==> src/rtl/osd_cmd_pkg.sv <==
package osd_cmd_pkg;

  localparam logic [3:0] ID_HSET = 4'b1011;
  localparam logic [3:0] ID_DCTL = 4'b1100;

  typedef struct packed {
    logic [1:0] size_l2;
    logic [1:0] size_l1;
    logic       xtal;
    logic [5:0] hpos;
    logic       test;
    logic       osc_req;
  } osd_fields_t;

  function automatic logic [1:0] periods_per_dot(input logic [1:0] code);
    case (code)
      2'b01:   periods_per_dot = 2'd2;
      2'b10:   periods_per_dot = 2'd3;
      default: periods_per_dot = 2'd1;
    endcase
  endfunction

endpackage

==> src/rtl/osd_cmd_parse.sv <==
module osd_cmd_parse
  import osd_cmd_pkg::*;
(
  input  logic        clk,
  input  logic        rst,
  input  logic        cs_n,
  input  logic        byte_valid,
  input  logic [7:0]  byte_data,
  output osd_fields_t fields,
  output logic        erase_req,
  output logic        sysrst_now,
  output logic        hold
);

  logic       pending;
  logic       take;
  logic [3:0] id;

  assign id         = byte_data[7:4];
  assign take       = byte_valid && !cs_n && !hold;
  assign sysrst_now = take && id == ID_DCTL && byte_data[0];
  assign erase_req  = take && id == ID_DCTL && byte_data[2] && !byte_data[0];

  always_ff @(posedge clk) begin
    if (rst) begin
      fields  <= '0;
      pending <= 1'b0;
      hold    <= 1'b0;
    end else if (hold) begin
      fields  <= '0;
      pending <= 1'b0;
      if (cs_n) hold <= 1'b0;
    end else if (cs_n) begin
      pending <= 1'b0;
    end else if (byte_valid) begin
      if (byte_data[7]) begin
        pending <= 1'b0;
        case (id)
          ID_HSET: begin
            fields.size_l2 <= byte_data[3:2];
            fields.size_l1 <= byte_data[1:0];
            pending        <= 1'b1;
          end
          ID_DCTL: begin
            if (byte_data[0]) begin
              fields <= '0;
              hold   <= 1'b1;
            end else begin
              fields.test    <= byte_data[3];
              fields.osc_req <= byte_data[1];
            end
          end
          default: ;
        endcase
      end else if (pending) begin
        fields.xtal <= byte_data[6];
        fields.hpos <= byte_data[5:0];
        pending     <= 1'b0;
      end
    end
  end

endmodule

==> src/rtl/osd_erase_seq.sv <==
module osd_erase_seq #(
  parameter int          RAM_DEPTH = 288,
  parameter int          ERASE_PAD = 62212,
  parameter int          DATA_W    = 8,
  parameter logic [DATA_W-1:0] FILL_CODE = 8'h7F,
  localparam int         ADDR_W    = $clog2(RAM_DEPTH),
  localparam int         PAD_W     = (ERASE_PAD > 1) ? $clog2(ERASE_PAD) : 1
) (
  input  logic              clk,
  input  logic              rst,
  input  logic              abort,
  input  logic              start,
  output logic              busy,
  output logic              we,
  output logic [ADDR_W-1:0] addr,
  output logic [DATA_W-1:0] wdata
);

  typedef enum logic [1:0] {S_IDLE, S_WRITE, S_PAD} seq_state_t;

  seq_state_t       state;
  logic [PAD_W-1:0] pad_cnt;

  always_ff @(posedge clk) begin
    if (rst || abort) begin
      state   <= S_IDLE;
      addr    <= '0;
      pad_cnt <= '0;
    end else begin
      case (state)
        S_IDLE: if (start) begin
          state <= S_WRITE;
          addr  <= '0;
        end
        S_WRITE: begin
          if (addr == ADDR_W'(RAM_DEPTH - 1)) begin
            addr    <= '0;
            pad_cnt <= '0;
            state   <= (ERASE_PAD == 0) ? S_IDLE : S_PAD;
          end else begin
            addr <= addr + 1'b1;
          end
        end
        S_PAD: begin
          if (pad_cnt == PAD_W'(ERASE_PAD - 1)) state <= S_IDLE;
          pad_cnt <= pad_cnt + 1'b1;
        end
        default: state <= S_IDLE;
      endcase
    end
  end

  assign busy  = state != S_IDLE;
  assign we    = state == S_WRITE;
  assign wdata = FILL_CODE;

endmodule

==> src/rtl/osd_cmd_decoder.sv <==
module osd_cmd_decoder
  import osd_cmd_pkg::*;
#(
  parameter int          RAM_DEPTH = 288,
  parameter int          ERASE_PAD = 62212,
  parameter int          DATA_W    = 8,
  parameter logic [DATA_W-1:0] FILL_CODE = 8'h7F,
  localparam int         ADDR_W    = $clog2(RAM_DEPTH)
) (
  input  logic              clk,
  input  logic              rst,
  input  logic              cs_n,
  input  logic              byte_valid,
  input  logic [7:0]        byte_data,
  input  logic              display_on_i,
  input  logic              ext_sync_i,
  output logic [1:0]        hsize_code_l1,
  output logic [1:0]        hsize_code_l2,
  output logic [1:0]        dot_per_l1,
  output logic [1:0]        dot_per_l2,
  output logic              dot_clk_xtal,
  output logic [5:0]        hstart_pos,
  output logic [6:0]        hstart_delay,
  output logic              test_mode,
  output logic              osc_stop,
  output logic              display_en,
  output logic              erase_busy,
  output logic              ram_we,
  output logic [ADDR_W-1:0] ram_addr,
  output logic [DATA_W-1:0] ram_wdata
);

  localparam int N_LINES = 2;

  osd_fields_t fields;
  logic        erase_req;
  logic        sysrst_now;
  logic        hold;
  logic        clear_all;
  logic [1:0]  size_code [N_LINES];
  logic [1:0]  dot_per   [N_LINES];

  osd_cmd_parse u_parse (
    .clk        (clk),
    .rst        (rst),
    .cs_n       (cs_n),
    .byte_valid (byte_valid),
    .byte_data  (byte_data),
    .fields     (fields),
    .erase_req  (erase_req),
    .sysrst_now (sysrst_now),
    .hold       (hold)
  );

  assign clear_all = hold || sysrst_now;

  osd_erase_seq #(
    .RAM_DEPTH (RAM_DEPTH),
    .ERASE_PAD (ERASE_PAD),
    .DATA_W    (DATA_W),
    .FILL_CODE (FILL_CODE)
  ) u_erase (
    .clk   (clk),
    .rst   (rst),
    .abort (clear_all),
    .start (erase_req && !display_en),
    .busy  (erase_busy),
    .we    (ram_we),
    .addr  (ram_addr),
    .wdata (ram_wdata)
  );

  always_ff @(posedge clk) begin
    if (rst) begin
      display_en <= 1'b0;
      osc_stop   <= 1'b0;
    end else begin
      display_en <= display_on_i && !clear_all;
      osc_stop   <= fields.osc_req && !display_en && ext_sync_i && !clear_all;
    end
  end

  assign size_code[0] = fields.size_l1;
  assign size_code[1] = fields.size_l2;

  for (genvar g = 0; g < N_LINES; g++) begin : g_line
    assign dot_per[g] = periods_per_dot(size_code[g]);
  end

  assign hsize_code_l1 = fields.size_l1;
  assign hsize_code_l2 = fields.size_l2;
  assign dot_per_l1    = dot_per[0];
  assign dot_per_l2    = dot_per[1];
  assign dot_clk_xtal  = fields.xtal;
  assign hstart_pos    = fields.hpos;
  assign hstart_delay  = {fields.hpos, 1'b0};
  assign test_mode     = fields.test;

endmodule

==> config.mk <==
export PLATFORM = sky130hd
export DESIGN_NAME = osd_cmd_decoder
export DESIGN_NICKNAME = d
export VERILOG_FILES = /design/src/rtl/osd_cmd_pkg.sv /design/src/rtl/osd_cmd_parse.sv /design/src/rtl/osd_erase_seq.sv /design/src/rtl/osd_cmd_decoder.sv
export SDC_FILE = /design/constraint.sdc
export NUM_CORES = 1
export LEC_CHECK = 0
export ABC_CLOCK_PERIOD_IN_PS = 1600
export CORE_AREA = 2 2 66 74
export CTS_CLUSTER_SIZE = 8
export DETAILED_ROUTE_END_ITERATION = 7
export DIE_AREA = 0 0 68 76
export DONT_BUFFER_PORTS = 1
export GPL_TIMING_DRIVEN = 1
export HOLD_SLACK_MARGIN = 0.12
export PLACE_DENSITY = 0.75
export SLEW_MARGIN = 0
export SYNTH_ARGS = -nofsm -noshare
export SYNTH_HDL_FRONTEND = slang
export SYNTH_SLANG_ARGS = --single-unit
==> constraint.sdc <==
create_clock -name clk -period 1.6 [get_ports clk]
set_input_delay 0.08 -clock clk [delete_from_list [all_inputs] [get_ports clk]]
set_output_delay 0.08 -clock clk [all_outputs]
set_load 0.005 [all_outputs]
---- Word-level counts from Yosys, hierarchy flattened ----
Cells that the tools add are included.
word-level totals
  bits in registers ....................... 44
  bits of input ports ..................... 14
  output and inout bits ................... 44
  word-level logic and storage cells ...... 90
operators by class
  $add $sub $neg .......................... 2
  equal/unequal tests ..................... 16
  multiplexer cells ....................... 26
  bitwise logic cells ..................... 1
  reduce and logical (&&, ||, !) cells .... 32
operator list
  cell                                                 number
  one-hot mux 16 bit (2 select lines)                  1
  2-to-1 mux 9 bit                                     3
  one-hot mux 9 bit (2 select lines)                   1
  adder 16 x 1 -> 16 bit, second input constant        1
  equality test 16 bit, second input constant          1
  2-to-1 mux 16 bit                                    1
  2-to-1 mux 7 bit                                     2
  logical AND 1 bit                                    11
  2-to-1 mux 11 bit                                    1
  AND reduction 5 bit                                  2
  nonzero test 2 bit                                   5
  adder 9 x 1 -> 9 bit, second input constant          1
  equality test 9 bit, second input constant           1
  2-to-1 mux 1 bit                                     9
  equality test 4 bit, second input constant           2
  2-to-1 mux 2 bit                                     4
  != test 2 x 1 -> 1 bit, second input constant        4
  one-hot mux 2 bit (2 select lines)                   2
  one-hot mux 4 bit (2 select lines)                   1
  equality test 2 x 1 -> 1 bit, second input constant  3
  equality test 2 bit, second input constant           3
  one-hot mux 2 bit (3 select lines)                   1
  zero test 1 bit                                      5
  != test 2 bit, second input constant                 2
  other kinds (8)                                      10

---- Longest topological paths before layout ----
Gate-level depths: netlist of run 1.
  word-level depth ........................ 9
  mapped depth ............................ 7
  gate-level depth less buffers ........... 5

---- Cells and area by module ----
From an unflattened synthesis of run 1, not the netlist that was laid out.
unflattened totals
  cells, all modules ...................... 271
  area total of the unflattened synthesis .. 2,387.3 µm²
modules (own cells, without submodules)
  module           times used  cells an instance  area an instance (µm²)  seq. area each (µm²)
  osd_erase_seq    1           168                1,435.1                 540.5
  osd_cmd_parse    1           80                 755.7                   300.3
  osd_cmd_decoder  1           23                 196.4                   40.0

---- Worst setup path before layout of run 1 ----
OpenSTA, ideal clock, no wires.
  kind .................................... register to register
  start ................................... reg u_erase.addr[0]
  end ..................................... reg u_erase.addr[7]
  setup time .............................. 0.086 ns
  data arrival time ....................... 1.496 ns
  slack ................................... 0.019 ns
  stages on the path, launching flop included .. 7
  buffers on the path ..................... 1
  cell sequence ........................... dfxtp_1 -> ha_1 -> and4_1 -> buf_2 -> a21oi_2 -> a41oi_1 -> a211oi_1
on the way
  word-level cells in the longest chain between the ends .. 3
ends and longest elaborated chain
  item                                                                RTL line                                  source
  start: declaration                                                  osd_erase_seq.sv:15                       output logic [ADDR_W-1:0] addr,
  start signal: assignment                                            osd_erase_seq.sv:41                       addr <= addr + 1'b1;
  adder 9 x 1 -> 9 bit / equality test 9 bit (equally long branches)  osd_erase_seq.sv:41, osd_erase_seq.sv:36
  2-to-1 mux 9 bit (*)                                                osd_erase_seq.sv:36                       if (addr == ADDR_W'(RAM_DEPTH - 1)) begin
  one-hot mux 9 bit (2 select lines) (*)                              osd_erase_seq.sv:30                       case (state)
Every way passes the cells marked *; elsewhere a longest branch is shown, timed or not.
A chain may end at the register's enable or synchronous reset.

---- Worst setup path after layout of run 1 ----
  start ................................... reg u_parse.hold
  end ..................................... reg u_parse.pending
on the way
  word-level cells in the longest chain between the ends .. 1
ends and longest elaborated chain
  item                          RTL line             source
  start: declaration            osd_cmd_parse.sv:12  output logic hold
  start signal: assignment      osd_cmd_parse.sv:28  hold <= 1'b0;
  start signal: assignment      osd_cmd_parse.sv:32  if (cs_n) hold <= 1'b0;
  start signal: assignment      osd_cmd_parse.sv:47  hold <= 1'b1;
  OR reduction 3 bit (no line)  --
  end signal: assignment        osd_cmd_parse.sv:27  pending <= 1'b0;
  end signal: assignment        osd_cmd_parse.sv:31  pending <= 1'b0;
  end signal: assignment        osd_cmd_parse.sv:34  pending <= 1'b0;
  end: declaration              osd_cmd_parse.sv:15  logic pending;
Every way passes these cells.

==> results of run 1 <==
## flip-flops by register name, indices dropped and copies added, names as in the netlist
signal           flops
u_erase.pad_cnt     16
u_parse.fields      13
u_erase.addr         9
u_erase.state        2
display_en           1
osc_stop             1
u_parse.hold         1
u_parse.pending      1
## critical path, cell delays in order, from the launching register on
cell and delay (ps):
dfxtp_2 340, or2_1 240, buf_6 160, nor3_2 150, dlygate4sd3_1 570
## final cells by class
| type | count | area, um^2 |
|---|---|---|
| Timing Repair Buffer | 34 | 307 |
| Clock buffer | 5 | 68.8 |
| Inverter | 12 | 45.0 |
| Sequential cell | 44 | 891 |
| Clock inverter | 3 | 46.3 |
| Multi-Input combinational cell | 197 | 1270 |
| Tap cell | 56 | 70.1 |
| Fill cell | 412 | 1790 |
## synthesized netlist by cell type (all sizes together), types with 5 or more instances
cell type	count
a31oi	8
nand3	12
or3	6
clkbuf	7
dfxtp	44
a21oi	31
inv	12
a41oi	5
nor2	19
o21ai	11
nand4	12
nor3	5
a22oi	7
buf	32
nand2	19
## power by group
part	internal [mW]	switching (mW)	total [mW]
logic	0.0419	0.0493	0.0912
clock network	0.471	0.417	0.888
registers	1.10	0.00338	1.10
total	1.61	0.470	2.08
## through the flow
| stage | instance area [um^2] | power [mW] | hold slack (ps) | utilization (%) |
|---|---|---|---|---|
| after global routing | 2700 | 2.14 | 141 | 60.2 |
| after global placement | 2400 | 1.19 | 153 | 53.4 |
| final | 2700 | 2.08 | 127 | 60.2 |
| after detailed placement | 2400 | 1.19 | 156 | 53.4 |
| after floorplan | 2440 | 1.19 | 152 | - |
| after CTS | 2650 | 2.08 | 125 | 59.1 |
## cells by family after synthesis
| group | after synthesis | synth area share (%) |
|---|---|---|
| AO/OA/AOI/OAI | 72 | 18.9 |
| adder cells (fa/ha/maj) | 4 | 2.07 |
| other | 2 | 0.311 |
| flip-flops | 44 | 36.5 |
| multiplexers | 3 | 1.24 |
| AND/OR/NAND/NOR | 109 | 27.4 |
| buffers and inverters | 51 | 13.5 |
## repair_timing
action,4_1_cts,5_1_grt
endpoints found under the setup margin,2,22
hold endpoints to repair,18,0
gates resized for setup,3,16
pin swaps,0,1
buffers inserted,0,0
hold buffers,13,0
## final timing paths
check	startpoint	endpoint	cells past startpoint
hold reg to reg	u_parse.fields[0]$_SDFFE_PP0P_	osc_stop$_SDFF_PP0_	2
setup reg to reg	u_parse.hold$_SDFF_PP0_	u_parse.pending$_SDFFE_PP0P_	4
setup / recovery	u_parse.hold$_SDFF_PP0_	u_parse.pending$_SDFFE_PP0P_	4
hold / removal	byte_valid	u_parse.fields[10]$_SDFFE_PP0P_	3
## per-layer routing
metal / global-route usage (%) / share of wire, % / wire length (um) / up-vias
li1: - / - / - / 1024
met5: 0 / 0 / 0 / -
met2: 34.1 / 50 / 2610 / 54
met1: 25.7 / 43 / 2270 / 1002
met3: 5.61 / 5.8 / 303 / 5
met4: 8.20 / 1.5 / 78 / 0
==> impl_metrics.csv, run 1 <==
group,metric,value,unit
sta,layout_min_cycle_time,1520,ps
sta,tns,0,ps
floorplan,fp-row-count,26,
clock_tree,cts.sinks,44,
drt,avgRoutedWirePerCell,15.0,um
placement,placed_cells,330,
floorplan,core_area,4490,um^2
clock_tree,clkLatencyLatePin,300,ps
drt,remaining_drc_errors,0,
sta,report.final.slew_viol_count,0,
sta,slew_headroom,61.2,%
clock_tree,cts_buffer_depth,2,
sta,min_period_over_period,94.7,%
drt,avgViaCountPerCell,5.94,
clock_tree,cts_tree,"built",
critical_path,critPathArrivalTime,1760,ps
global_route,grt_max_degree,30,
global_route,grt_use_total,20.9,%
drt,num_vias,2085,
drt,drt_first_pass_iters,4,
final_layout,layout_commonest_cell,"dfxtp_1",
pwr,p_leak,0.945,nW
clock_tree,htreeDepth,2,
run,max-cap-violations,0,
logic_synthesis,synthArstFlopShare,0,%
sta,finalClockSkew,3.48,ps
clock_tree,clkTransAtPathRegs,90,ps
logic_synthesis,synth_top_cell_area_share,36.5,%
logic_synthesis,ys.warnings.count,0,
final_layout,antennaDiodeCount,0,
global_route,grt_pass1_wl,8570,um
critical_path,r2r_setup_slack,80,ps
outcome,status,"finished clean",
critical_path,path_max_fanout,14,
logic_synthesis,ys.flop_type,"dfxtp_1",
logic_synthesis,synth_edf_count,0,
logic_synthesis,syn_area,2410,um^2
drt,drtIter0Drc,113,
final_layout,area_growth,12.0,%
floorplan,io-pin-count,58,
logic_synthesis,synth-seq-area-share,36.5,%
global_route,grt_overflow,0,
sta,worstMarginPinSlew,579,ps
logic_synthesis,yosysTopAreaCell,"dfxtp_1",
logic_synthesis,synthDistinctLibCells,53,
placement,gp_congestion,0.873,
critical_path,critPathCaptureType,"register",
floorplan,die_y,76,um
clock_tree,root_buffer,"clkbuf_8",
sta,hold_viol_final,0,
sta,fin_ws,84.1,ps
logic_synthesis,ys_top_cells_by_area,"dfxtp_1, buf_4, a21oi_1",
final_layout,layout.nets,312,
critical_path,required,1850,ps
logic_synthesis,syn_inst,285,
sta,finalSetupViolCount,0,
critical_path,path_class,"register to register",
drt,routed_wl,5270,um
critical_path,startpoint_type,"register",
global_route,antenna_found_initial,0,
logic_synthesis,syn_avg_cell_area,8.46,um^2
final_layout,layoutNonFillerInstCount,351,
hold_path,holdCritPathClass,"input pin to register",
final_layout,drive_gt1_share,18.0,%
global_route,grt_pass1_vias,1933,
final_layout,most-common-layout-cells,"dfxtp_1, a21oi_1, nor2_1, nand2_1, buf_4",
pwr,ir_drop,607,uV
floorplan,dieWidth,68,um
clock_tree,cts_buffers,5,
placement,hpwl,3520,um
placement,port_buffers,0,
sta,max_freq,0.660,GHz
drt,postRouteAntennaNets,0,
floorplan,start_util,53.7,%
pwr,cellPowerDensity,769,nW/um^2
placement,place_ws,-5.43,ps
logic_synthesis,synth_seq_cells,44,
sta,rsz0062_at_grt,"true",
floorplan,dieArea,5170,um^2
Note: power is estimated with default switching activity, not from simulation.
==> run 2, diff against run 1 <==
--- a/config.mk
+++ b/config.mk
@@ -14,6 +14,7 @@
 export GPL_TIMING_DRIVEN = 1
 export HOLD_SLACK_MARGIN = 0.12
 export PLACE_DENSITY = 0.75
+export RECOVER_POWER = 100
 export SLEW_MARGIN = 0
 export SYNTH_ARGS = -nofsm -noshare
 export SYNTH_HDL_FRONTEND = slang
==> impl_metrics.csv, run 2 (synthesis gave the netlist of run 1 again) <==
group,metric,value,unit
sta,hold_viol_final,0,
floorplan,dieArea,5170,um^2
final_layout,layout.nets,312,
clock_tree,clkTransAtPathRegs,90,ps
critical_path,critPathArrivalTime,1780,ps
critical_path,ff2ff_path_depth,4,
critical_path,crit_start,"u_parse.hold$_SDFF_PP0_",
sta,tns,0,ps
hold_path,min_to,"u_parse.fields[10]$_SDFFE_PP0P_",
critical_path,path_class,"register to register",
global_route,grt_pass1_wl,8570,um
clock_tree,clkLatencyLatePin,300,ps
critical_path,path_max_fanout,14,
final_layout,final_area,2660,um^2
placement,gp_congestion,0.873,
clock_tree,htreeDepth,2,
final_layout,layoutNonFillerInstCount,351,
critical_path,r2r_end,"u_parse.pending$_SDFFE_PP0P_",
critical_path,required,1850,ps
final_layout,fillers,421,
placement,placed_cell_area,2400,um^2
sta,worstMarginPinSlew,577,ps
sta,finalClockSkew,3.47,ps
clock_tree,cts_tree,"built",
critical_path,r2r_setup_slack,70,ps
global_route,antenna_found_initial,0,
hold_path,whs_path_depth,3,
drt,remaining_drc_errors,0,
drt,avgViaCountPerCell,5.94,
placement,placed_cells,330,
sta,rsz0062_at_grt,"true",
final_layout,area_growth,10.4,%
floorplan,io-pin-count,58,
final_layout,layout_commonest_cell,"dfxtp_1",
floorplan,dieWidth,68,um
hold_path,holdCritPathClass,"input pin to register",
final_layout,area.sequential,890,um^2
sta,max_freq,0.654,GHz
run,max-cap-violations,0,
sta,min_period_over_period,95.6,%
hold_path,hp-start,"byte_valid",
clock_tree,root_buffer,"clkbuf_8",
clock_tree,cts_buffers,5,
drt,routed_wl,5250,um
pwr,cellPowerDensity,781,nW/um^2
critical_path,reg2reg_from,"u_parse.hold$_SDFF_PP0_",
final_layout,antennaDiodeCount,0,
critical_path,startpoint_type,"register",
global_route,grt_overflow,0,
drt,avgRoutedWirePerCell,14.9,um
sta,report.final.slew_viol_count,0,
drt,drtIter0Drc,117,
sta,finalSetupViolCount,0,
final_layout,drive_gt1_share,14.9,%
clock_tree,cts.sinks,44,
pwr,p_leak,0.909,nW
drt,num_vias,2084,
final_layout,largest_reg_flops,16,
sta,holdWs,127,ps
sta,layout_min_cycle_time,1530,ps
final_layout,top_regs,"u_erase.pad_cnt: 16 flops, u_parse.fields: 13 flops, u_erase.addr: 9 flops",
floorplan,start_util,53.7,%
final_layout,multiInputGateArea,1270,um^2
placement,port_buffers,0,
floorplan,fp-row-count,26,
outcome,status,"finished clean",
floorplan,core_area,4490,um^2
pwr,ir_drop,607,uV
floorplan,die_y,76,um
sta,slew_headroom,61.3,%
drt,drt_first_pass_iters,4,
clock_tree,cts_buffer_depth,2,
drt,postRouteAntennaNets,0,
global_route,grt_use_total,20.9,%
critical_path,critPathCaptureType,"register",
placement,hpwl,3520,um
global_route,grt_pass1_vias,1933,
global_route,grt_max_degree,30,
final_layout,regMostFlops,"u_erase.pad_cnt",
final_layout,most-common-layout-cells,"dfxtp_1, a21oi_1, nor2_1, nand2_1, dlygate4sd3_1",
run 2: cell count changes in the layout (fill, tap and decap cells not counted):
cell      change
a21oi_2       +1
a21oi_4       -1
buf_4         -8
clkbuf_1      +8
dfxtp_1       +1
dfxtp_2       -1
run 2: worst max path at each step:
stage | end
floorplan | u_erase.addr[7]$_SDFFE_PP0P_
global placement | u_erase.pad_cnt[14]$_SDFFE_PP0P_
detailed placement | u_erase.pad_cnt[14]$_SDFFE_PP0P_
CTS | u_erase.pad_cnt[14]$_SDFFE_PP0P_
global route | u_erase.pad_cnt[14]$_SDFFE_PP0P_
finish | u_parse.pending$_SDFFE_PP0P_
run 2: final cells by class:
class	instances	area share, %
repair buffers	34	10.4
well taps	56	2.63
flip-flops and latches	44	33.4
clock inverters	3	1.74
multi-input cells	197	47.6
inverters	12	1.69
clock buffers	5	2.58
run 2: repair_timing:
item	4_1_cts	5_1_grt
gates resized for setup	3	16
hold buffers	13	0
hold endpoints to repair	18	0
buffers inserted	0	0
pin swaps	0	1
setup endpoints to repair	2	22
run 2: worst max-delay path, stage by stage (launching register included):
cell and delay, ps:
dfxtp_1 350, or2_1 250, buf_6 160, nor3_2 150, dlygate4sd3_1 570
run 2: metal layers:
layer	part of all wire (%)	vias up	global-route usage, %	wire length (um)
li1	-	1025	-	-
met1	43	995	25.7	2280
met2	49	59	34.1	2580
met3	5.9	5	5.61	310
met4	1.5	0	8.20	78
met5	0	-	0	0
run 2: power by group:
| part | internal [mW] | leakage [nW] | switching [mW] |
|---|---|---|---|
| registers | 1.10 | 0.357 | 0.00336 |
| logic | 0.0417 | 0.496 | 0.0496 |
| clock network | 0.471 | 0.0548 | 0.418 |
run 2: stage by stage:
| stage | power [mW] | setup WS, ps | utilization [%] |
|---|---|---|---|
| after detailed placement | 1.19 | -5.43 | 53.4 |
| after floorplan | 1.19 | 18.9 | - |
| final | 2.08 | 69.9 | 59.3 |
| after global placement | 1.19 | 35.1 | 53.4 |
| after CTS | 2.08 | 7.85 | 59.1 |
| after global routing | 2.14 | -7.68 | 59.3 |
==> run 3, diff against run 2 <==
--- a/config.mk
+++ b/config.mk
@@ -6,14 +6,14 @@
 export NUM_CORES = 1
 export LEC_CHECK = 0
 export ABC_CLOCK_PERIOD_IN_PS = 1600
-export CORE_AREA = 2 2 66 74
+export CORE_AREA = 2 2 72 67
 export CTS_CLUSTER_SIZE = 8
 export DETAILED_ROUTE_END_ITERATION = 7
-export DIE_AREA = 0 0 68 76
+export DIE_AREA = 0 0 74 69
 export DONT_BUFFER_PORTS = 1
 export GPL_TIMING_DRIVEN = 1
 export HOLD_SLACK_MARGIN = 0.12
-export PLACE_DENSITY = 0.75
+export PLACE_DENSITY = 0.76
 export RECOVER_POWER = 100
 export SLEW_MARGIN = 0
 export SYNTH_ARGS = -nofsm -noshare
==> impl_metrics.csv, run 3 (synthesis gave the netlist of run 1 again) <==
group,metric,value,unit
outcome,status,"finished clean",
floorplan,core_area,4350,um^2
pwr,power.net_switching,434,uW
final_layout,layout_commonest_cell,"dfxtp_1",
final_layout,top_regs,"u_erase.pad_cnt: 16 flops, u_parse.fields: 13 flops, u_erase.addr: 9 flops",
pwr,sw_frac_of_total,19.9,%
sta,rsz0062_at_grt,"true",
hold_path,hp-start,"byte_data[0]",
global_route,grt_use_total,22.5,%
sta,finalSetupViolCount,0,
critical_path,cpPeakStageDelay,580,ps
hold_path,holdCritPathClass,"input pin to register",
critical_path,reg2reg_from,"u_parse.hold$_SDFF_PP0_",
sta,hold_viol_final,0,
critical_path,worst-path-buf-inv,2,
global_route,grt_pass1_vias,1958,
critical_path,r2r_setup_slack,40,ps
floorplan,die_y,69,um
run,max-cap-violations,0,
final_layout,multiInputGateArea,1270,um^2
placement,port_buffers,0,
critical_path,path_max_fanout,14,
drt,remaining_drc_errors,0,
placement,gp_congestion,0.972,
drt,avgRoutedWirePerCell,15.3,um
critical_path,r2r_end,"u_parse.pending$_SDFFE_PP0P_",
placement,hpwl,3700,um
pwr,p_seq_share,50.3,%
sta,report.final.slew_viol_count,0,
global_route,met1_usage,29.7,%
final_layout,area.sequential,883,um^2
floorplan,dieWidth,74,um
critical_path,crit_chain,"or2_0, buf_6, nor3_4, dlygate4sd3_1",
pwr,ir_drop,556,uV
floorplan,fp-row-count,23,
final_layout,fin_util,62.6,%
drt,postRouteAntennaNets,0,
final_layout,area_growth,12.7,%
hold_path,whs_path_depth,3,
critical_path,required,1850,ps
clock_tree,clkLatencyLatePin,300,ps
global_route,use_met2,35.1,%
pwr,p_clk_share,45.4,%
pwr,cellPowerDensity,804,nW/um^2
critical_path,path_class,"register to register",
final_layout,fillers,410,
sta,finalClockSkew,7.35,ps
floorplan,io-pin-count,58,
sta,slew_headroom,62.1,%
critical_path,cp_top_family,"buffers and inverters",
sta,layout_min_cycle_time,1560,ps
global_route,gr-usage-met3,6.58,%
critical_path,critPathArrivalTime,1810,ps
clock_tree,cts_buffer_depth,2,
global_route,grt_overflow,0,
clock_tree,htreeDepth,2,
global_route,antenna_found_initial,0,
pwr,p_leak,0.945,nW
hold_path,min_to,"u_parse.fields[12]$_SDFFE_PP0P_",
pwr,comb_power_share,4.3,%
drt,num_vias,2112,
sta,tns,0,ps
floorplan,start_util,55.5,%
sta,worstMarginPinSlew,566,ps
drt,drt_first_pass_iters,6,
critical_path,cp.depth,4,
critical_path,startpoint_type,"register",
global_route,grt_busiest_layer,"met2",
critical_path,critPathCaptureType,"register",
sta,min_period_over_period,97.6,%
drt,routed_wl,5520,um
floorplan,dieArea,5110,um^2
placement,placed_cell_area,2430,um^2
clock_tree,cts.sinks,44,
clock_tree,clkTransAtPathRegs,80,ps
pwr,p_int,1.75,mW
final_layout,antennaDiodeCount,0,
critical_path,worst_path_max_delay_cell,"dlygate4sd3_1",
global_route,grt_max_degree,30,
drt,drtIter0Drc,151,
clock_tree,root_buffer,"clkbuf_8",
final_layout,regMostFlops,"u_erase.pad_cnt",
final_layout,layout.nets,316,
sta,max_freq,0.640,GHz
final_layout,drive_gt1_share,14.8,%
final_layout,largest_reg_flops,16,
drt,avgViaCountPerCell,5.87,
global_route,grt_pass1_wl,9230,um
critical_path,ff2ff_path_depth,4,
final_layout,most-common-layout-cells,"dfxtp_1, a21oi_1, nor2_1, nand2_1, buf_4",
clock_tree,cts_buffers,5,
final_layout,final_area,2720,um^2
clock_tree,cts_tree,"built",
==> run 3: cell count changes in the layout (fill, tap and decap cells not counted), sizes merged <==
cell	before	now
dlymetal6s4s	1	0
buf	13	18
clkbuf	13	12
clkinvlp	1	0
dlygate4sd3	12	13
bufinv	1	2
inv	13	12
==> run 3: power groups by stage <==
| stage | registers, mW | logic, mW | clock network [mW] |
|---|---|---|---|
| 5_1_grt | 1.10 | 0.101 | 1.05 |
| 3_3_place_gp | 1.13 | 0.0607 | 0 |
| 4_1_cts | 1.10 | 0.0881 | 0.994 |
| 6_report | 1.10 | 0.0948 | 0.992 |
| 3_5_place_dp | 1.13 | 0.0619 | 0 |
| 2_1_floorplan | 1.12 | 0.0695 | 0 |
==> run 3: how the worst max path moves through the flow <==
stage	start	to	slack [ps]
after global placement	u_erase.addr[0]$_SDFFE_PP0P_	u_erase.addr[7]$_SDFFE_PP0P_	40
after floorplan	u_erase.addr[0]$_SDFFE_PP0P_	u_erase.addr[7]$_SDFFE_PP0P_	20
after detailed placement	u_erase.addr[0]$_SDFFE_PP0P_	u_erase.addr[7]$_SDFFE_PP0P_	0.4
after global routing	u_erase.addr[0]$_SDFFE_PP0P_	u_erase.addr[7]$_SDFFE_PP0P_	-20
after CTS	u_erase.addr[0]$_SDFFE_PP0P_	u_erase.pad_cnt[8]$_SDFFE_PP0P_	30
final	u_parse.hold$_SDFF_PP0_	u_parse.pending$_SDFFE_PP0P_	40
==> run 3: layout make-up <==
type	instances	share of cell area, %
tap	62	2.85
clock buffer	5	2.53
clock inverter	2	2.21
inverter	12	1.66
sequential	44	32.5
multi-input combinational	197	46.9
timing repair buffer	38	11.4
==> run 3: repair_timing <==
item,4_1_cts,5_1_grt
buffers inserted,0,1
pin swaps,0,1
gates cloned,0,0
hold buffers,13,0
endpoints found under the setup margin,2,16
hold endpoints to repair,18,0
resized for setup,2,10
==> run 3: routing by layer <==
layer  routed length [um]  share of wire [%]  up-vias
met3                  396                7.2       12
met4                   98                1.8        0
li1                     -                  -     1036
met5                    0                  0        -
met1                 2470                 45      987
met2                 2560                 46       77
==> run 3: metrics by stage <==
stage | hold WS, ps | cells | power [mW] | worst slack, ps
detailed placement | 156 | 339 | 1.19 | 0.423
CTS | 127 | 359 | 2.18 | 28.3
finish | 142 | 360 | 2.19 | 37.9
floorplan | 152 | 292 | 1.19 | 18.9
global route | 168 | 360 | 2.26 | -15.2
global placement | 152 | 339 | 1.19 | 45.0
==> run 3: worst register-to-register path, delay by kind of cell, from the launching register on <==
family                 cells  cell delay [ps]
flip-flops                 1              340
buffers and inverters      2              750
AND/OR/NAND/NOR            2              420
